$ cat src/rtl/txd_pkg.sv
package txd_pkg;
  localparam int unsigned DESC_BYTES = 8;
  localparam int unsigned FL_READY   = 15;
  localparam int unsigned FL_PAD     = 14;
  localparam int unsigned FL_WRAP    = 13;
  localparam int unsigned FL_INT     = 12;
  localparam int unsigned FL_LAST    = 11;
  localparam int unsigned FL_OFF     = 1;
  localparam logic [15:0] WB_CLEAR   = 16'h82FF;

  typedef enum logic [3:0] {
    S_IDLE, S_RD0, S_W0, S_RD1, S_W1, S_DEC,
    S_BRD, S_BWT, S_BOUT, S_PAD, S_WB
  } walk_e;
endpackage

$ cat src/rtl/txd_desc_codec.sv
module txd_desc_codec (
  input  logic        le_i,
  input  logic [31:0] w0_i,
  input  logic [31:0] w1_i,
  input  logic [15:0] wb_flags_i,
  output logic [15:0] flags_o,
  output logic [15:0] len_o,
  output logic [31:0] bufp_o,
  output logic [31:0] wb_word_o
);
  logic [15:0] len_le, len_be;

  assign len_le = w0_i[31:16];
  assign len_be = {w0_i[23:16], w0_i[31:24]};

  always_comb begin
    if (le_i) begin
      flags_o   = w0_i[15:0];
      len_o     = len_le;
      bufp_o    = w1_i;
      wb_word_o = {len_le, wb_flags_i};
    end else begin
      flags_o   = {w0_i[7:0], w0_i[15:8]};
      len_o     = len_be;
      bufp_o    = {w1_i[7:0], w1_i[15:8], w1_i[23:16], w1_i[31:24]};
      wb_word_o = {len_be[7:0], len_be[15:8], wb_flags_i[7:0], wb_flags_i[15:8]};
    end
  end
endmodule

$ cat src/rtl/txd_frame_ctl.sv
module txd_frame_ctl #(
  parameter int unsigned MIN_FRAME = 64,
  parameter int unsigned FCB_BYTES = 8
) (
  input  logic clk_i,
  input  logic rst_ni,
  input  logic open_i,
  input  logic pad_i,
  input  logic off_i,
  input  logic take_i,
  input  logic emit_i,
  input  logic close_i,
  output logic drop_o,
  output logic short_o,
  output logic near_o,
  output logic pad_on_o,
  output logic in_frame_o
);
  localparam int unsigned RW = $clog2(FCB_BYTES + 1);
  localparam int unsigned EW = $clog2(MIN_FRAME + 1);

  logic [RW-1:0] rd_cnt;
  logic [EW-1:0] em_cnt;
  logic          off_q;

  assign drop_o  = off_q && (rd_cnt < RW'(FCB_BYTES));
  assign short_o = em_cnt < EW'(MIN_FRAME);
  assign near_o  = em_cnt == EW'(MIN_FRAME - 1);

  always_ff @(posedge clk_i or negedge rst_ni) begin
    if (!rst_ni) begin
      rd_cnt     <= '0;
      em_cnt     <= '0;
      off_q      <= 1'b0;
      pad_on_o   <= 1'b0;
      in_frame_o <= 1'b0;
    end else if (open_i) begin
      rd_cnt     <= '0;
      em_cnt     <= '0;
      off_q      <= off_i;
      pad_on_o   <= pad_i;
      in_frame_o <= 1'b1;
    end else if (close_i) begin
      rd_cnt     <= '0;
      em_cnt     <= '0;
      in_frame_o <= 1'b0;
    end else begin
      if (take_i && drop_o) rd_cnt <= rd_cnt + 1'b1;
      if (emit_i && short_o) em_cnt <= em_cnt + 1'b1;
    end
  end
endmodule

$ cat src/rtl/txd_ring_walker.sv
module txd_ring_walker #(
  parameter int unsigned AW        = 32,
  parameter int unsigned MIN_FRAME = 64,
  parameter int unsigned FCB_BYTES = 8
) (
  input  logic          clk_i,
  input  logic          rst_ni,
  input  logic          en_i,
  input  logic          start_i,
  input  logic          le_i,
  input  logic          pad_en_i,
  input  logic [AW-1:0] base_i,
  input  logic [AW-1:0] ptr_i,
  output logic          mem_req_o,
  output logic          mem_we_o,
  output logic [AW-1:0] mem_addr_o,
  output logic [31:0]   mem_wdata_o,
  input  logic          mem_ready_i,
  input  logic          mem_rvalid_i,
  input  logic [31:0]   mem_rdata_i,
  output logic          tx_valid_o,
  output logic [7:0]    tx_data_o,
  output logic          tx_last_o,
  input  logic          tx_ready_i,
  output logic          evt_frame_o,
  output logic          evt_buf_o,
  output logic          halt_o,
  output logic [AW-1:0] ptr_o
);
  import txd_pkg::*;

  localparam logic [AW-1:0] DESC_MASK = ~AW'(DESC_BYTES - 1);
  localparam logic [AW-1:0] WORD_MASK = ~AW'(3);

  walk_e         state;
  logic [AW-1:0] cur;
  logic [31:0]   w0, w1;
  logic [15:0]   byte_idx;
  logic [7:0]    byte_q;

  logic [15:0]   flags, len;
  logic [31:0]   bufp, wb_word;
  logic [AW-1:0] baddr, next_addr;
  logic          byte_fin, desc_last, need_pad, advance;
  logic          open, take, emit, close;
  logic          drop, short_f, near_f, pad_on, in_frame;

  txd_desc_codec u_codec (
    .le_i      (le_i),
    .w0_i      (w0),
    .w1_i      (w1),
    .wb_flags_i(flags & ~WB_CLEAR),
    .flags_o   (flags),
    .len_o     (len),
    .bufp_o    (bufp),
    .wb_word_o (wb_word)
  );

  txd_frame_ctl #(.MIN_FRAME(MIN_FRAME), .FCB_BYTES(FCB_BYTES)) u_frame (
    .clk_i     (clk_i),
    .rst_ni    (rst_ni),
    .open_i    (open),
    .pad_i     (flags[FL_PAD] | pad_en_i),
    .off_i     (flags[FL_OFF]),
    .take_i    (take),
    .emit_i    (emit),
    .close_i   (close),
    .drop_o    (drop),
    .short_o   (short_f),
    .near_o    (near_f),
    .pad_on_o  (pad_on),
    .in_frame_o(in_frame)
  );

  assign baddr     = AW'(bufp) + AW'(byte_idx);
  assign next_addr = flags[FL_WRAP] ? (base_i & DESC_MASK) : cur + AW'(DESC_BYTES);
  assign byte_fin  = byte_idx == len - 16'd1;
  assign desc_last = flags[FL_LAST];
  // pad needed once this byte is out: emitted count after it still below minimum
  assign need_pad  = pad_on && (drop ? short_f : (short_f && !near_f));
  assign advance   = drop || tx_ready_i;

  always_comb begin
    mem_req_o   = 1'b0;
    mem_we_o    = 1'b0;
    mem_addr_o  = cur;
    mem_wdata_o = wb_word;
    tx_valid_o  = 1'b0;
    tx_data_o   = byte_q;
    tx_last_o   = 1'b0;
    open        = 1'b0;
    take        = 1'b0;
    emit        = 1'b0;
    close       = 1'b0;
    unique case (state)
      S_RD0: mem_req_o = 1'b1;
      S_RD1: begin
        mem_req_o  = 1'b1;
        mem_addr_o = cur + AW'(4);
      end
      S_DEC: open = flags[FL_READY] && (len != 16'd0) && !in_frame;
      S_BRD: begin
        mem_req_o  = 1'b1;
        mem_addr_o = baddr & WORD_MASK;
      end
      S_BOUT: begin
        tx_valid_o = !drop;
        tx_last_o  = byte_fin && desc_last && !need_pad;
        take       = advance;
        emit       = advance && !drop;
      end
      S_PAD: begin
        tx_valid_o = 1'b1;
        tx_data_o  = 8'h00;
        tx_last_o  = near_f;
        emit       = tx_ready_i;
      end
      S_WB: begin
        mem_req_o = 1'b1;
        mem_we_o  = 1'b1;
        close     = mem_ready_i && desc_last;
      end
      default: ;
    endcase
  end

  always_ff @(posedge clk_i or negedge rst_ni) begin
    if (!rst_ni) begin
      state       <= S_IDLE;
      cur         <= '0;
      w0          <= '0;
      w1          <= '0;
      byte_idx    <= '0;
      byte_q      <= '0;
      halt_o      <= 1'b0;
      ptr_o       <= '0;
      evt_frame_o <= 1'b0;
      evt_buf_o   <= 1'b0;
    end else begin
      evt_frame_o <= 1'b0;
      evt_buf_o   <= 1'b0;
      unique case (state)
        S_IDLE: if (start_i && en_i) begin
          cur    <= ptr_i & DESC_MASK;
          halt_o <= 1'b0;
          state  <= S_RD0;
        end
        S_RD0: if (mem_ready_i) state <= S_W0;
        S_W0: if (mem_rvalid_i) begin
          w0    <= mem_rdata_i;
          state <= S_RD1;
        end
        S_RD1: if (mem_ready_i) state <= S_W1;
        S_W1: if (mem_rvalid_i) begin
          w1    <= mem_rdata_i;
          state <= S_DEC;
        end
        S_DEC: begin
          if (!flags[FL_READY]) begin
            ptr_o  <= cur;
            halt_o <= 1'b1;
            state  <= S_IDLE;
          end else if (len == 16'd0) begin
            cur   <= next_addr;
            state <= S_RD0;
          end else begin
            byte_idx <= '0;
            state    <= S_BRD;
          end
        end
        S_BRD: if (mem_ready_i) state <= S_BWT;
        S_BWT: if (mem_rvalid_i) begin
          byte_q <= mem_rdata_i[{baddr[1:0], 3'b000} +: 8];
          state  <= S_BOUT;
        end
        S_BOUT: if (advance) begin
          byte_idx <= byte_idx + 16'd1;
          if (!byte_fin)                  state <= S_BRD;
          else if (desc_last && need_pad) state <= S_PAD;
          else                            state <= S_WB;
        end
        S_PAD: if (tx_ready_i && near_f) state <= S_WB;
        S_WB: if (mem_ready_i) begin
          evt_frame_o <= flags[FL_INT] && desc_last;
          evt_buf_o   <= flags[FL_INT] && !desc_last;
          cur         <= next_addr;
          state       <= S_RD0;
        end
        default: state <= S_IDLE;
      endcase
    end
  end
endmodule

$ cat config.mk
export PLATFORM = sky130hd
export DESIGN_NAME = txd_ring_walker
export DESIGN_NICKNAME = d
export VERILOG_FILES = /design/src/rtl/txd_pkg.sv /design/src/rtl/txd_desc_codec.sv /design/src/rtl/txd_frame_ctl.sv /design/src/rtl/txd_ring_walker.sv
export SDC_FILE = /design/constraint.sdc
export NUM_CORES = 1
export LEC_CHECK = 0
export BUFFER_PORTS_ARGS = -buffer_cell sky130_fd_sc_hd__buf_4
export CORE_UTILIZATION = 57
export CTS_CLUSTER_SIZE = 40
export DETAILED_ROUTE_END_ITERATION = 10
export PLACE_DENSITY_LB_ADDON = 0.08
export SLEW_MARGIN = 20
export SYNTH_ARGS = -nofsm -noshare
export SYNTH_HDL_FRONTEND = slang
export SYNTH_SLANG_ARGS = --single-unit
$ cat constraint.sdc
create_clock -name clk_i -period 5.6 [get_ports clk_i]
set_input_delay 0.28 -clock clk_i [delete_from_list [all_inputs] [get_ports clk_i]]
set_output_delay 0.28 -clock clk_i [all_outputs]
set_load 0.005 [all_outputs]
Yosys cells after proc, flatten, opt, wreduce, memory -nomap -nowiden
Index checks and enable logic that the tools add are counted.
{"block": "word_totals", "regBits": 173, "inputBits": 105, "output_inout_bits": 111}
{"block": "op_classes", "n_addsub": 7, "n_lt_le_gt_ge": 2, "n_eq_ne": 26, "n_shift": 1, "mux": 55, "bitwise": 2, "reduce_logical": 40}
{"op": "$mux 32", "count": 6}
{"op": "$pmux 32 s3", "count": 1}
{"op": "$mux 16", "count": 5}
{"op": "$pmux 32 s2", "count": 1}
{"op": "$mux 4", "count": 14}
{"op": "$pmux 4 s11", "count": 1}
{"op": "$add 32x16->32", "count": 1}
{"op": "$add 32x3->32 const B", "count": 1}
{"op": "$add 32x4->32 const B", "count": 1}
{"op": "$pmux 16 s2", "count": 1}
{"op": "$shiftx 32x6->8", "count": 1}
{"op": "$ne 2x2->1 const B", "count": 14}
{"op": "$mux 7", "count": 3}
{"op": "$add 16x1->16 const B", "count": 1}
{"op": "$eq 16x16->1", "count": 1}
{"op": "$eq 4x3->1 const B", "count": 4}
{"op": "$logic_and 1x1->1", "count": 16}
{"op": "$logic_not 16->1", "count": 1}
{"op": "$reduce_bool 16->1", "count": 1}
{"op": "$sub 16x1->16 const B", "count": 1}
{"op": "$mux 15", "count": 1}
{"op": "$mux 1", "count": 14}
{"op": "$eq 4x4->1 const B", "count": 3}
{"op": "$reduce_and 10->1", "count": 1}
{"op": "23 further kinds", "count": 39}

Logic depth before layout (Yosys ltp)
Gate-level depths: netlist of the first run.
{"block": "depth", "depth_word": 10, "mapped_depth": 17}

Cells and area by module
A second synthesis of the first run with hierarchy kept.
{"block": "unflattened", "hier_cells": 1151, "hier_area_um2": 11627.4}
{"module": "txd_ring_walker", "n_inst": 1, "cells_each": 984, "area_each_um2": 9452.8}
{"module": "txd_desc_codec", "n_inst": 1, "cells_each": 105, "area_each_um2": 1492.7}
{"module": "txd_frame_ctl", "n_inst": 1, "cells_each": 62, "area_each_um2": 681.9}

Worst setup path before layout of the first run
Ideal clock, no wire load.
{"block": "synth_path", "kind": "input to output", "startpoint": "input port le_i", "endpoint": "output port mem_addr_o[18]", "t_arrival_ns": 4.086, "required_time_ns": 5.320, "setup_slack_ns": 1.234, "cell_stages": 17, "path_cell_list": "buf_6 -> buf_12 -> buf_12 -> buf_2 -> buf_2 -> buf_1 -> mux2_2 -> ha_1 -> fa_1 -> a211o_1 -> o211ai_1 -> a2111oi_0 -> o311a_1 -> buf_2 -> o211ai_1 -> mux2_2 -> o311ai_0"}
{"block": "synth_via", "elab_chain_cells": 3}
{"item": "start: declaration", "line": "txd_ring_walker.sv:10", "rtl": "input logic le_i,"}
{"item": "$mux 32", "line": "txd_desc_codec.sv:17", "rtl": "if (le_i) begin"}
{"item": "$add 32x16->32", "line": "txd_ring_walker.sv:75", "rtl": "assign baddr = AW'(bufp) + AW'(byte_idx);"}
{"item": "$pmux 32 s2", "line": "txd_ring_walker.sv:95", "rtl": "unique case (state)"}
{"item": "end: declaration", "line": "txd_ring_walker.sv:16", "rtl": "output logic [AW-1:0] mem_addr_o,"}
No other way between the ends.

Worst setup path after layout of the first run
{"block": "layout_path", "startpoint": "input port le_i", "endpoint": "output port mem_addr_o[22]"}
Same word-level chain as after synthesis.

==> summary.md, run 1 <==
| Metric | Value |
|---|---|
| Nets | `1448` |
| # DRC | `0` |
| Synth Register Bits | `167` |
| Hold EP | `w0[3]` |
| Worst VDD drop | `0.2498 mV` |
| Crit path time final | `4382 ps` |
| DR WL/cell | `20.31 µm` |
| Global Route Usage Sum | `32.58%` |
| Fmax | `0.2282 GHz` |
| Final hold vios | `0` |
| Core area | `19020 µm²` |
| Final Slew Violations | `0` |
| Starting density of the core | `59.03%` |
| H-tree depth | `4` |
| R2R Path Start | `w0[16]` |
| Die area | `20260 µm²` |
| Tot Pwr | `7.214 mW` |
| Avg Cell Area, Syn | `9.555 µm²` |
| Worst setup EP type | `primary output` |
| Most frequent cells in the layout | `buf_4, dfrtp_1, mux2_2, nand2_1, nor2_1` |
| Critical path class | `input pin to primary output` |
| Final period utilization | `78.24%` |
| Worst-Margin Slew | `962.3 ps` |
| CP required | `5320 ps` |
| # placed instances | `1561` |
| CTS root buf | `clkbuf_16` |
| Post-CTS sizing | `0` |
| Detailed Place HPWL | `23830 µm` |
| First-pass GRT wire length | `50230 µm` |
| Slew margin rel. | `34.01%` |
| Synth top area share | `37.22%` |
| Reg2reg path depth | `9` |
| Post-CTS setup buffers | `0` |
| Synth area leaders | `dfrtp_1, mux2_2, nand2_1` |
| Top Ports | `216` |
| Ant. Diodes | `0` |
| Post-synth EDFFs | `0` |
| WP data arrival | `4100 ps` |
| Post-synthesis cell area | `11230 µm²` |
| Area grow syn2layout | `18.76%` |
| Status | `finished clean` |
| Die height | `142.3 µm` |
| Setup WS pre-CTS | `1363 ps` |
| Final setup viols | `0` |
| CTS tree | `yes` |
| TNS Setup | `0 ps` |
| Reg2Reg Setup Slack | `2550 ps` |
| Final ANT Viol Nets | `0` |
| Clk slew on worst S/H paths | `70 ps` |
| DIE WIDTH | `142.3 µm` |
| Initial antenna violation count | `0` |
| Post-Route WL | `32380 µm` |
| Initial DRT Pass Iterations | `5` |
| Placed Area | `12700 µm²` |
| Commonest non-fill, non-tap cell in the layout | `buf_4` |
| Ys async rst share | `100.0%` |
| Vias in the first global route | `9055` |
| Leakage Power | `5.995 nW` |
| GRT overflow | `0` |
| Maximum clock path buffer count | `2` |
| Synth area leader | `dfrtp_1` |
| Most used DFF post-synth | `dfrtp_1` |
| Hold Crit Start | `mem_rdata_i[3]` |
| RR Endpoint | `state[1]` |
| Gate Count Post-Synth | `1175` |
| Finished Cell Area | `13330 µm²` |
| Hold depth | `2` |
| Hold Crit Class | `input pin to flop` |
| Final RePlAce weighted congestion | `0.9304` |
| RSZ-0062 raised after global routing | `false` |
| Largest net degree at the start of global routing | `76` |
| I/O Buffers | `200` |
| CP startpoint kind | `input pin` |
| Sequential element share of the synthesized area | `37.22%` |
| TritonCTS buffer count | `17` |
| Min setup slack post-route | `1218 ps` |
| Initial DRC Count | `798` |
| Unique cell type count in the Yosys netlist | `84` |
| CTS Sinks | `167` |
| Share of cells above drive strength 1 | `29.99%` |
| Clock Latency Late Sink | `440 ps` |
| Routed via count | `9795` |
| Crit path max fanout | `46` |
| Max-cap violations | `0` |
| Floorplan row count | `50` |
| Layout Cells excl Fill | `1594` |
| Syn. warnings | `0` |
| PwrDens | `541.1 nW/µm²` |
| Setup Skew | `10.96 ps` |
| Via density | `6.145` |
cells in the mapped netlist (4+ instances only):
master	instances
inv_1	15
o22ai_1	4
nand2_1	115
nor4_1	9
nor2b_1	18
buf_4	26
or3_1	10
mux4_2	8
a31oi_1	8
and2_1	10
a21oi_1	55
a211o_1	4
a211oi_1	28
dfrtp_1	167
mux2_2	123
and4_1	4
buf_2	12
o21a_1	4
nor3_1	20
o211ai_1	14
o21ai_1	4
and3_1	10
ha_1	21
a21o_1	8
nand3_1	32
xnor2_1	40
clkbuf_1	43
nor3b_1	7
nand4_1	15
nand2b_1	6
buf_1	10
o31ai_1	8
nor2_1	96
mux2i_1	29
xor2_1	41
o31a_1	6
o21ai_0	71
flip-flops by register name (all words and copies together), names as in the netlist:
register            flops
byte_idx               16
u_frame.pad_on_o        1
u_frame.rd_cnt          4
u_frame.off_q           1
state                   4
w0                     32
evt_buf_o               1
ptr_o                  29
evt_frame_o             1
u_frame.em_cnt          7
w1                     32
u_frame.in_frame_o      1
cur                    29
halt_o                  1
byte_q                  8
layer usage:
metal,routed length (µm),global-route usage [%],up-vias
li1,-,-,4520
met1,14060,45.76,4806
met2,15170,50.85,415
met3,2324,5.686,54
met4,829,11.09,0
met5,0,0,-
cell families (layout without fill, tap and decap cells):
logic type / Yosys count / in the layout / share of synthesized area (%)
adders and majority gates: 23 / 23 / 2.608
other: 1 / 9 / 0.03340
xor gates and xnor gates: 81 / 81 / 6.319
AOI/OAI and AO/OA: 256 / 256 / 15.08
DFF: 167 / 167 / 37.22
muxes: 160 / 160 / 16.53
and+or+nand+nor: 377 / 377 / 17.16
buffers and inverters: 110 / 261 / 5.048
where the power goes:
part           switching, mW  total (mW)  internal [mW]
Combinational           1.76        3.50           1.73
Clock                  0.529        1.26          0.734
Sequential             0.714        2.45           1.74
Total                   3.01        7.21           4.21
critical path, cell delays in order:
cell and delay, ps:
buf_4 470, buf_4 360, mux2_2 380, ha_1 370, o21ai_0 160, a2111oi_0 560, o311a_1 490, o21ai_1 160
o311a_1 360, a221o_1 300, buf_4 150
worst max-delay path by stage:
stage	from	to	slack (ps)	cells after the start
CTS	le_i	mem_addr_o[18]	1360	12
global placement	le_i	mem_addr_o[18]	1440	12
floorplan	le_i	mem_addr_o[18]	1230	17
detailed placement	le_i	mem_addr_o[18]	1360	12
finish	le_i	mem_addr_o[22]	1220	11
global route	le_i	tx_last_o	1050	12
through the flow:
step	hold WS [ps]	util (%)
3_5_place_dp	163.9	66.79
3_3_place_gp	162.8	66.79
6_report	97.48	70.11
5_1_grt	94.01	70.11
4_1_cts	97.17	70.11
2_1_floorplan	-15.59	-
cell type report:
cell class,count,area [µm²]
clock inverter,12,163.9
clock buffer,20,456.7
sequential,167,4179
multi-input combinational,906,6539
tap,260,325.3
timing repair buffer,214,1613
fill,1539,5685
inverter,15,56.30
repair_timing:
action	4_1_cts	5_1_grt
setup endpoints to repair	0	0
hold buffers	1	0
hold endpoints to repair	27	0
(Power assumes the default switching activity.)
==> run 2: changes to the inputs <==
==> constraint.sdc (replaced) <==
create_clock -name clk_i -period 4.2 [get_ports clk_i]
set_input_delay 0.21 -clock clk_i [delete_from_list [all_inputs] [get_ports clk_i]]
set_output_delay 0.21 -clock clk_i [all_outputs]
set_load 0.005 [all_outputs]
==> run 2 against run 1 <==
Compared with the run above:
- first-iteration DRC count increased by 3.1%
- cell count is 0.44% higher
- via count barely moved
- combinational power grew 35%
- sequential power increased by 32%
- critical path depth is 1 lower
- critical path type is now flop to primary output
==> summary.md, run 2 (synthesis gave the netlist of run 1 again) <==
| Metric | Value |
|---|---|
| Flop pwr share | `34.0% (about the same)` |
| Die height | `142.3 µm (unchanged)` |
| Reg2Reg Setup Slack | `1070 ps (was 2550 ps)` |
| Nets | `1455 (was 1448)` |
| H-tree depth | `4 (unchanged)` |
| Final hold vios | `0 (unchanged)` |
| Most frequent cells in the layout | `buf_4, dfrtp_1, mux2_2, nand2_1, nor2_1 (unchanged)` |
| CTS tree | `yes (unchanged)` |
| RSZ-0062 raised after global routing | `false (unchanged)` |
| Largest net degree at the start of global routing | `104 (was 76)` |
| Share of cells above drive strength 1 | `30.35% (was 29.99%)` |
| Initial DRT Pass Iterations | `5 (unchanged)` |
| CP max stage cell | `a2111oi_0 (unchanged)` |
| Post-CTS setup buffers | `0 (unchanged)` |
| Sw frac | `42.45% (was 41.67%)` |
| Worst setup EP type | `primary output (unchanged)` |
| Vias in the first global route | `9103 (was 9055)` |
| RR Endpoint | `state[1] (unchanged)` |
| Switching power | `4.027 mW (was 3.006 mW)` |
| Top layer in use | `met5 (was met4)` |
| Top Ports | `216 (unchanged)` |
| Initial antenna violation count | `1 (was 0)` |
| Fmax | `0.2460 GHz` |
| Die area | `20260 µm² (unchanged)` |
| Crit path to | `mem_addr_o[22] (unchanged)` |
| CTS root buf | `clkbuf_16 (unchanged)` |
| Worst-Margin Slew | `987.4 ps (was 962.3 ps)` |
| Metal3 WL | `2043 µm (was 2324 µm)` |
| I/O Buffers | `200 (unchanged)` |
| Critical Path Stages | `10 (was 11)` |
| Detailed Place HPWL | `24410 µm (was 23830 µm)` |
| CP startpoint kind | `flop (was input pin)` |
| Layout Cells excl Fill | `1601 (was 1594)` |
| Clock Latency Late Sink | `440 ps (about the same)` |
| Via density | `6.122 (was 6.145)` |
| R2R Path Start | `w0[24] (was w0[16])` |
| DIE WIDTH | `142.3 µm (unchanged)` |
| Setup Skew | `15.04 ps (was 10.96 ps)` |
| Global Route Usage Sum | `32.75% (was 32.58%)` |
| WP data arrival | `3850 ps (was 4100 ps)` |
| TritonCTS buffer count | `17 (unchanged)` |
| Final period utilization | `96.78%` |
| Int Pwr | `5.460 mW (was 4.208 mW)` |
| DR WL/cell | `20.33 µm (was 20.31 µm)` |
| PwrDens | `711.0 nW/µm² (was 541.1 nW/µm²)` |
| Final ANT Viol Nets | `0 (unchanged)` |
| Final Slew Violations | `0 (unchanged)` |
| Max-cap violations | `0 (unchanged)` |
| # DRC | `0 (unchanged)` |
| Core area | `19020 µm² (unchanged)` |
| Final setup viols | `0 (unchanged)` |
| # placed instances | `1568 (was 1561)` |
| Starting density of the core | `59.03% (unchanged)` |
| CP required | `3990 ps (was 5320 ps)` |
| Reg2reg path depth | `9 (unchanged)` |
| CP delay by family, top | `compound AO/OA/AOI/OAI gates (unchanged)` |
| Worst path bufs/invs | `1 (was 3)` |
| Clk slew on worst S/H paths | `70 ps (about the same)` |
| Met1 WL | `14320 µm (was 14060 µm)` |
| Leakage Power | `6.022 nW (was 5.995 nW)` |
| Biggest regs | `w0: 32 flops, w1: 32 flops (unchanged)` |
| Area grow syn2layout | `18.83% (was 18.76%)` |
| Floorplan row count | `50 (unchanged)` |
| Crit path launch | `byte_idx[0] (was le_i)` |
| Final RePlAce weighted congestion | `0.9375 (was 0.9304)` |
| Critical path class | `flop to primary output (was input pin to primary output)` |
| Initial DRC Count | `823 (was 798)` |
| Post-Route WL | `32540 µm (was 32380 µm)` |
| Crit path max fanout | `9 (was 46)` |
| Maximum clock path buffer count | `2 (unchanged)` |
| Routed via count | `9802 (was 9795)` |
| CTS Sinks | `167 (unchanged)` |
| Hold Crit Class | `input pin to flop (unchanged)` |
| CP max stage delay | `590 ps (was 560 ps)` |
| Worst VDD drop | `0.3482 mV (was 0.2498 mV)` |
| Crit-path cells | `ha_1, fa_1, a211o_1, o211ai_1, a2111oi_0, o311a_1, o21ai_1, o311a_1, a221o_1, buf_4 (was buf_4, buf_4, mux2_2, ha_1, o21ai_0, a2111oi_0, o311a_1, o21ai_1, o311a_1, a221o_1, buf_4)` |
| Status | `finished clean (unchanged)` |
| Critical Path Most Common Cell | `o311a_1 (was buf_4)` |
| Commonest non-fill, non-tap cell in the layout | `buf_4 (unchanged)` |
| Logic pwr share | `49.7% (was 48.5%)` |
| Crit path time final | `4065 ps` |
| Ant. Diodes | `0 (unchanged)` |
| Slew margin rel. | `34.17% (was 34.01%)` |
| GRT overflow | `0 (unchanged)` |
| Clk network pwr share | `16.3% (was 17.5%)` |
| First-pass GRT wire length | `50570 µm (was 50230 µm)` |
| Routed wl met2 | `15540 µm (was 15170 µm)` |
| TNS Setup | `0 ps (unchanged)` |
run 2: cell count changes in the layout (fill, tap and decap cells not counted), moves of 2 or more:
cell	delta
clkinvlp_4	-3
inv_8	+3
clkbuf_8	-2
inv_6	+4
buf_4	+6
bufinv_16	-3
run 2: cell type report:
class / count / area (µm²)
inverters: 15 / 56.30
fillers: 1532 / 5677
well taps: 260 / 325.3
flip-flops and latches: 167 / 4179
clock buffers: 17 / 425.4
repair buffers: 221 / 1678
clock inverters: 15 / 145.1
multi-input cells: 906 / 6533
run 2: metal layers:
layer | up-vias | track usage [%]
met3 | 49 | 5.585
met4 | 2 | 8.998
met5 | - | 0
li1 | 4546 | -
met1 | 4853 | 46.12
met2 | 352 | 51.99
run 2: metrics by stage:
| step | setup slack [ps] | hold slack (ps) | utilization (%) | cell area (µm²) | power, mW |
|---|---|---|---|---|---|
| finish | 135.5 | 32.23 | 70.15 | 13340 | 9.486 |
| global route | 0.2602 | 20.08 | 70.15 | 13340 | 10.10 |
| CTS | 107.5 | 19.98 | 70.15 | 13340 | 9.458 |
| detailed placement | 300.5 | 414.3 | 67.10 | 12760 | 7.892 |
| global placement | 380.7 | 397.7 | 67.10 | 12760 | 7.769 |
| floorplan | 99.67 | -85.59 | - | 11260 | 6.123 |
run 2: worst reg2reg max path, cell delays in order (launching register included):
cell and delay [ps]:
dfrtp_1 480, mux2i_1 240, ha_1 330, nor4b_2 340, o22ai_1 210, nor4b_1 330
nand2_1 110, a311oi_2 520, nand3_1 220, o21a_1 240
run 2: what timing repair did:
action / CTS / global route
setup endpoints to repair: 0 / 2
hold buffers: 1 / 0
gates resized for setup: 0 / 0
endpoints found under the hold margin: 102 / 0
run 2: worst min path at each step:
stage / startpoint / endpoint / slack, ps / cells past startpoint
global placement: rst_ni / u_frame.em_cnt[3] / 400 / 1
floorplan: rst_ni / byte_idx[0] / -90 / 0
detailed placement: rst_ni / u_frame.em_cnt[3] / 410 / 1
finish: mem_rdata_i[31] / w0[31] / 30 / 2
global route: mem_rdata_i[31] / w0[31] / 20 / 2
CTS: mem_rdata_i[31] / w0[31] / 20 / 2
run 2: power by group through the flow:
stage | Clock [mW] | Combinational (mW) | Sequential (mW)
floorplan | 0 | 3.29 | 2.84
global placement | 0 | 4.57 | 3.20
detailed placement | 0 | 4.67 | 3.23
CTS | 1.56 | 4.70 | 3.20
global route | 1.64 | 5.14 | 3.32
finish | 1.55 | 4.71 | 3.23
==> run 3: changes to the inputs <==
--- a/config.mk
+++ b/config.mk
@@ -6,7 +6,8 @@
 export NUM_CORES = 1
 export LEC_CHECK = 0
 export BUFFER_PORTS_ARGS = -buffer_cell sky130_fd_sc_hd__buf_4
-export CORE_UTILIZATION = 57
+export CORE_UTILIZATION = 58
+export CTS_BUF_LIST = sky130_fd_sc_hd__clkbuf_8
 export CTS_CLUSTER_SIZE = 40
 export DETAILED_ROUTE_END_ITERATION = 10
 export PLACE_DENSITY_LB_ADDON = 0.08
==> run 3 against run 2 <==
Compared with the run above:
- flip-flop and latch count is the same
- critical path depth grew 1
- setup slack better by 76 ps
- routed wire length barely moved
- sequential power is essentially flat
- clock power is 17% lower
- clock skew down 2.7 ps
- die area is 1.7% lower
- total power is 2.5% lower
- non-clock buffer count rose by 25
- clock-buffer cell count increased by 1
- largest cell class unchanged
==> summary.md, run 3 (synthesis gave the netlist of run 1 again) <==
| Metric | Value |
|---|---|
| Top Ports | `216 (unchanged)` |
| CP startpoint kind | `flop (unchanged)` |
| Metal3 WL | `2144 µm (was 2043 µm)` |
| Die height | `141.1 µm (was 142.3 µm)` |
| Vias in the first global route | `9194 (was 9103)` |
| Core area | `18830 µm² (was 19020 µm²)` |
| Share of cells above drive strength 1 | `30.23% (was 30.35%)` |
| Final ANT Viol Nets | `0 (unchanged)` |
| CP delay by family, top | `compound AO/OA/AOI/OAI gates (unchanged)` |
| H-tree depth | `4 (unchanged)` |
| Setup WS pre-CTS | `253.0 ps (was 300.5 ps)` |
| Fmax | `0.2507 GHz (was 0.2460 GHz)` |
| Die area | `19920 µm² (was 20260 µm²)` |
| PwrDens | `688.2 nW/µm² (was 711.0 nW/µm²)` |
| Max-cap violations | `0 (unchanged)` |
| Leakage Power | `6.055 nW (was 6.022 nW)` |
| Clk slew on worst S/H paths | `100 ps (was 70 ps)` |
| CTS Sinks | `167 (unchanged)` |
| Sw frac | `42.70% (was 42.45%)` |
| Via density | `6.076 (was 6.122)` |
| Most frequent cells in the layout | `buf_4, dfrtp_1, mux2_2, nand2_1, nor2_1 (unchanged)` |
| Critical path class | `flop to primary output (unchanged)` |
| Clock Latency Late Sink | `470 ps (was 440 ps)` |
| Final Slew Violations | `0 (unchanged)` |
| I/O Buffers | `200 (unchanged)` |
| TritonCTS buffer count | `17 (unchanged)` |
| Worst path bufs/invs | `1 (unchanged)` |
| Placed Area | `12760 µm² (about the same)` |
| Worst setup EP type | `primary output (unchanged)` |
| Final period utilization | `94.96% (was 96.78%)` |
| Clk network pwr share | `14.0% (was 16.3%)` |
| Crit path max fanout | `9 (unchanged)` |
| Int Pwr | `5.301 mW (was 5.460 mW)` |
| First-pass GRT wire length | `50460 µm (was 50570 µm)` |
| Storage cell area | `4179 µm² (unchanged)` |
| Top layer in use | `met4 (was met5)` |
| CTS tree | `yes (unchanged)` |
| Slew margin rel. | `30.91% (was 34.17%)` |
| Setup Skew | `12.33 ps (was 15.04 ps)` |
| Routed wl met2 | `15280 µm (was 15540 µm)` |
| Final hold vios | `0 (unchanged)` |
| # DRC | `0 (unchanged)` |
| Switching power | `3.950 mW (was 4.027 mW)` |
| CP required | `3990 ps (about the same)` |
| Area grow syn2layout | `19.73% (was 18.83%)` |
| Nets | `1480 (was 1455)` |
| GRT overflow | `0 (unchanged)` |
| CP max stage delay | `470 ps (was 590 ps)` |
| Met1 WL | `14280 µm (was 14320 µm)` |
| Commonest non-fill, non-tap cell in the layout | `buf_4 (unchanged)` |
| TNS Setup | `0 ps (unchanged)` |
| Biggest regs | `w0: 32 flops, w1: 32 flops (unchanged)` |
| Crit path time final | `3988 ps (was 4065 ps)` |
| DIE WIDTH | `141.1 µm (was 142.3 µm)` |
| Initial antenna violation count | `0 (was 1)` |
| RSZ-0062 raised after global routing | `false (unchanged)` |
| Post-Route WL | `32540 µm (about the same)` |
| CP max stage cell | `o311a_2 (was a2111oi_0)` |
| Logic pwr share | `51.3% (was 49.7%)` |
| Status | `finished clean (unchanged)` |
| Flop pwr share | `34.7% (was 34.0%)` |
| Crit-path cells | `mux2_2, ha_1, fa_1, a211o_1, o211ai_1, a2111oi_1, o311a_2, o211ai_1, mux2_2, o311ai_1, buf_4 (was ha_1, fa_1, a211o_1, o211ai_1, a2111oi_0, o311a_1, o21ai_1, o311a_1, a221o_1, buf_4)` |
| Floorplan row count | `50 (unchanged)` |
| Starting density of the core | `59.62% (was 59.03%)` |
| Finished Cell Area | `13440 µm² (was 13340 µm²)` |
| Final RePlAce weighted congestion | `0.8885 (was 0.9375)` |
| Reg2Reg Setup Slack | `1060 ps (was 1070 ps)` |
| Final Util | `71.38% (was 70.15%)` |
| Routed via count | `9880 (was 9802)` |
| Largest net degree at the start of global routing | `113 (was 104)` |
| Ant. Diodes | `0 (unchanged)` |
| Maximum clock path buffer count | `2 (unchanged)` |
| Global Route Usage Sum | `33.14% (was 32.75%)` |
| DR WL/cell | `20.01 µm (was 20.33 µm)` |
| Final setup viols | `0 (unchanged)` |
| Hold Crit Class | `input pin to flop (unchanged)` |
| Initial DRT Pass Iterations | `5 (unchanged)` |
| CTS root buf | `clkbuf_8 (was clkbuf_16)` |
| Min setup slack post-route | `211.8 ps (was 135.5 ps)` |
| Initial DRC Count | `757 (was 823)` |
| Multi-input logic area | `6535 µm² (was 6533 µm²)` |
| Worst VDD drop | `0.3627 mV (was 0.3482 mV)` |
| WP data arrival | `3780 ps (was 3850 ps)` |
| Worst-Margin Slew | `1008 ps (was 987.4 ps)` |
| Detailed Place HPWL | `24180 µm (was 24410 µm)` |
| Fillers | `1465 (was 1532)` |
==> run 3: changes by cell type in the layout (fill, tap and decap cells not counted), sizes merged <==
| cell | previous run | this run |
|---|---|---|
| buf | 220 | 224 |
| bufinv | 0 | 3 |
| clkbuf | 17 | 19 |
| clkinv | 3 | 5 |
| clkinvlp | 0 | 2 |
| dlygate4sd3 | 1 | 21 |
| inv | 27 | 19 |
==> run 3: per-stage QoR <==
step,power [mW],cells,hold slack [ps]
6_report,9.251,1626,16.34
5_1_grt,9.842,1626,0.8170
4_1_cts,9.205,1623,1.220
3_5_place_dp,7.880,1570,431.7
3_3_place_gp,7.762,1570,431.8
2_1_floorplan,6.123,1183,-85.59
==> run 3: final cells by class <==
type	count	area share [%]
tap	260	2.420
clock buffer	18	1.843
inverter	15	0.4189
clock inverter	14	1.433
timing repair buffer	246	14.18
sequential	167	31.09
multi-input combinational	906	48.62
==> run 3: power by group through the flow <==
stage	Combinational, mW	Sequential [mW]	Clock (mW)
finish	4.75	3.21	1.29
global route	5.17	3.30	1.37
CTS	4.72	3.17	1.31
detailed placement	4.68	3.20	0
global placement	4.59	3.17	0
floorplan	3.29	2.84	0
==> run 3: worst min-delay path, cell delays in order <==
cell and delay, ps:
buf_4 80, a21oi_1 50, o21ai_0 130
==> run 3: path summary, 6_finish.rpt <==
| check | startpoint | to | cells after the start |
|---|---|---|---|
| worst max-delay path | w1[0] | mem_addr_o[18] | 11 |
| worst min-delay path | ptr_i[14] | cur[14] | 3 |
| worst max register to register | w0[16] | state[1] | 9 |
| worst min register to register | ptr_o[30] | ptr_o[30] | 2 |
| max in group asynchronous | rst_ni | ptr_o[4] | 3 |
| min in group asynchronous | rst_ni | u_frame.em_cnt[5] | 2 |
==> run 3: what timing repair did <==
action / in CTS / in global routing
setup endpoints to repair: 0 / 7
gates resized for setup: 0 / 3
hold endpoints to repair: 142 / 0
hold buffers: 21 / 0
setup buffers: 0 / 3
==> run 3: metal layers <==
layer | vias up | global-route usage [%]
met2 | 378 | 52.37
met1 | 4848 | 45.88
li1 | 4593 | -
met5 | - | 0
met4 | 0 | 11.90
met3 | 61 | 5.639
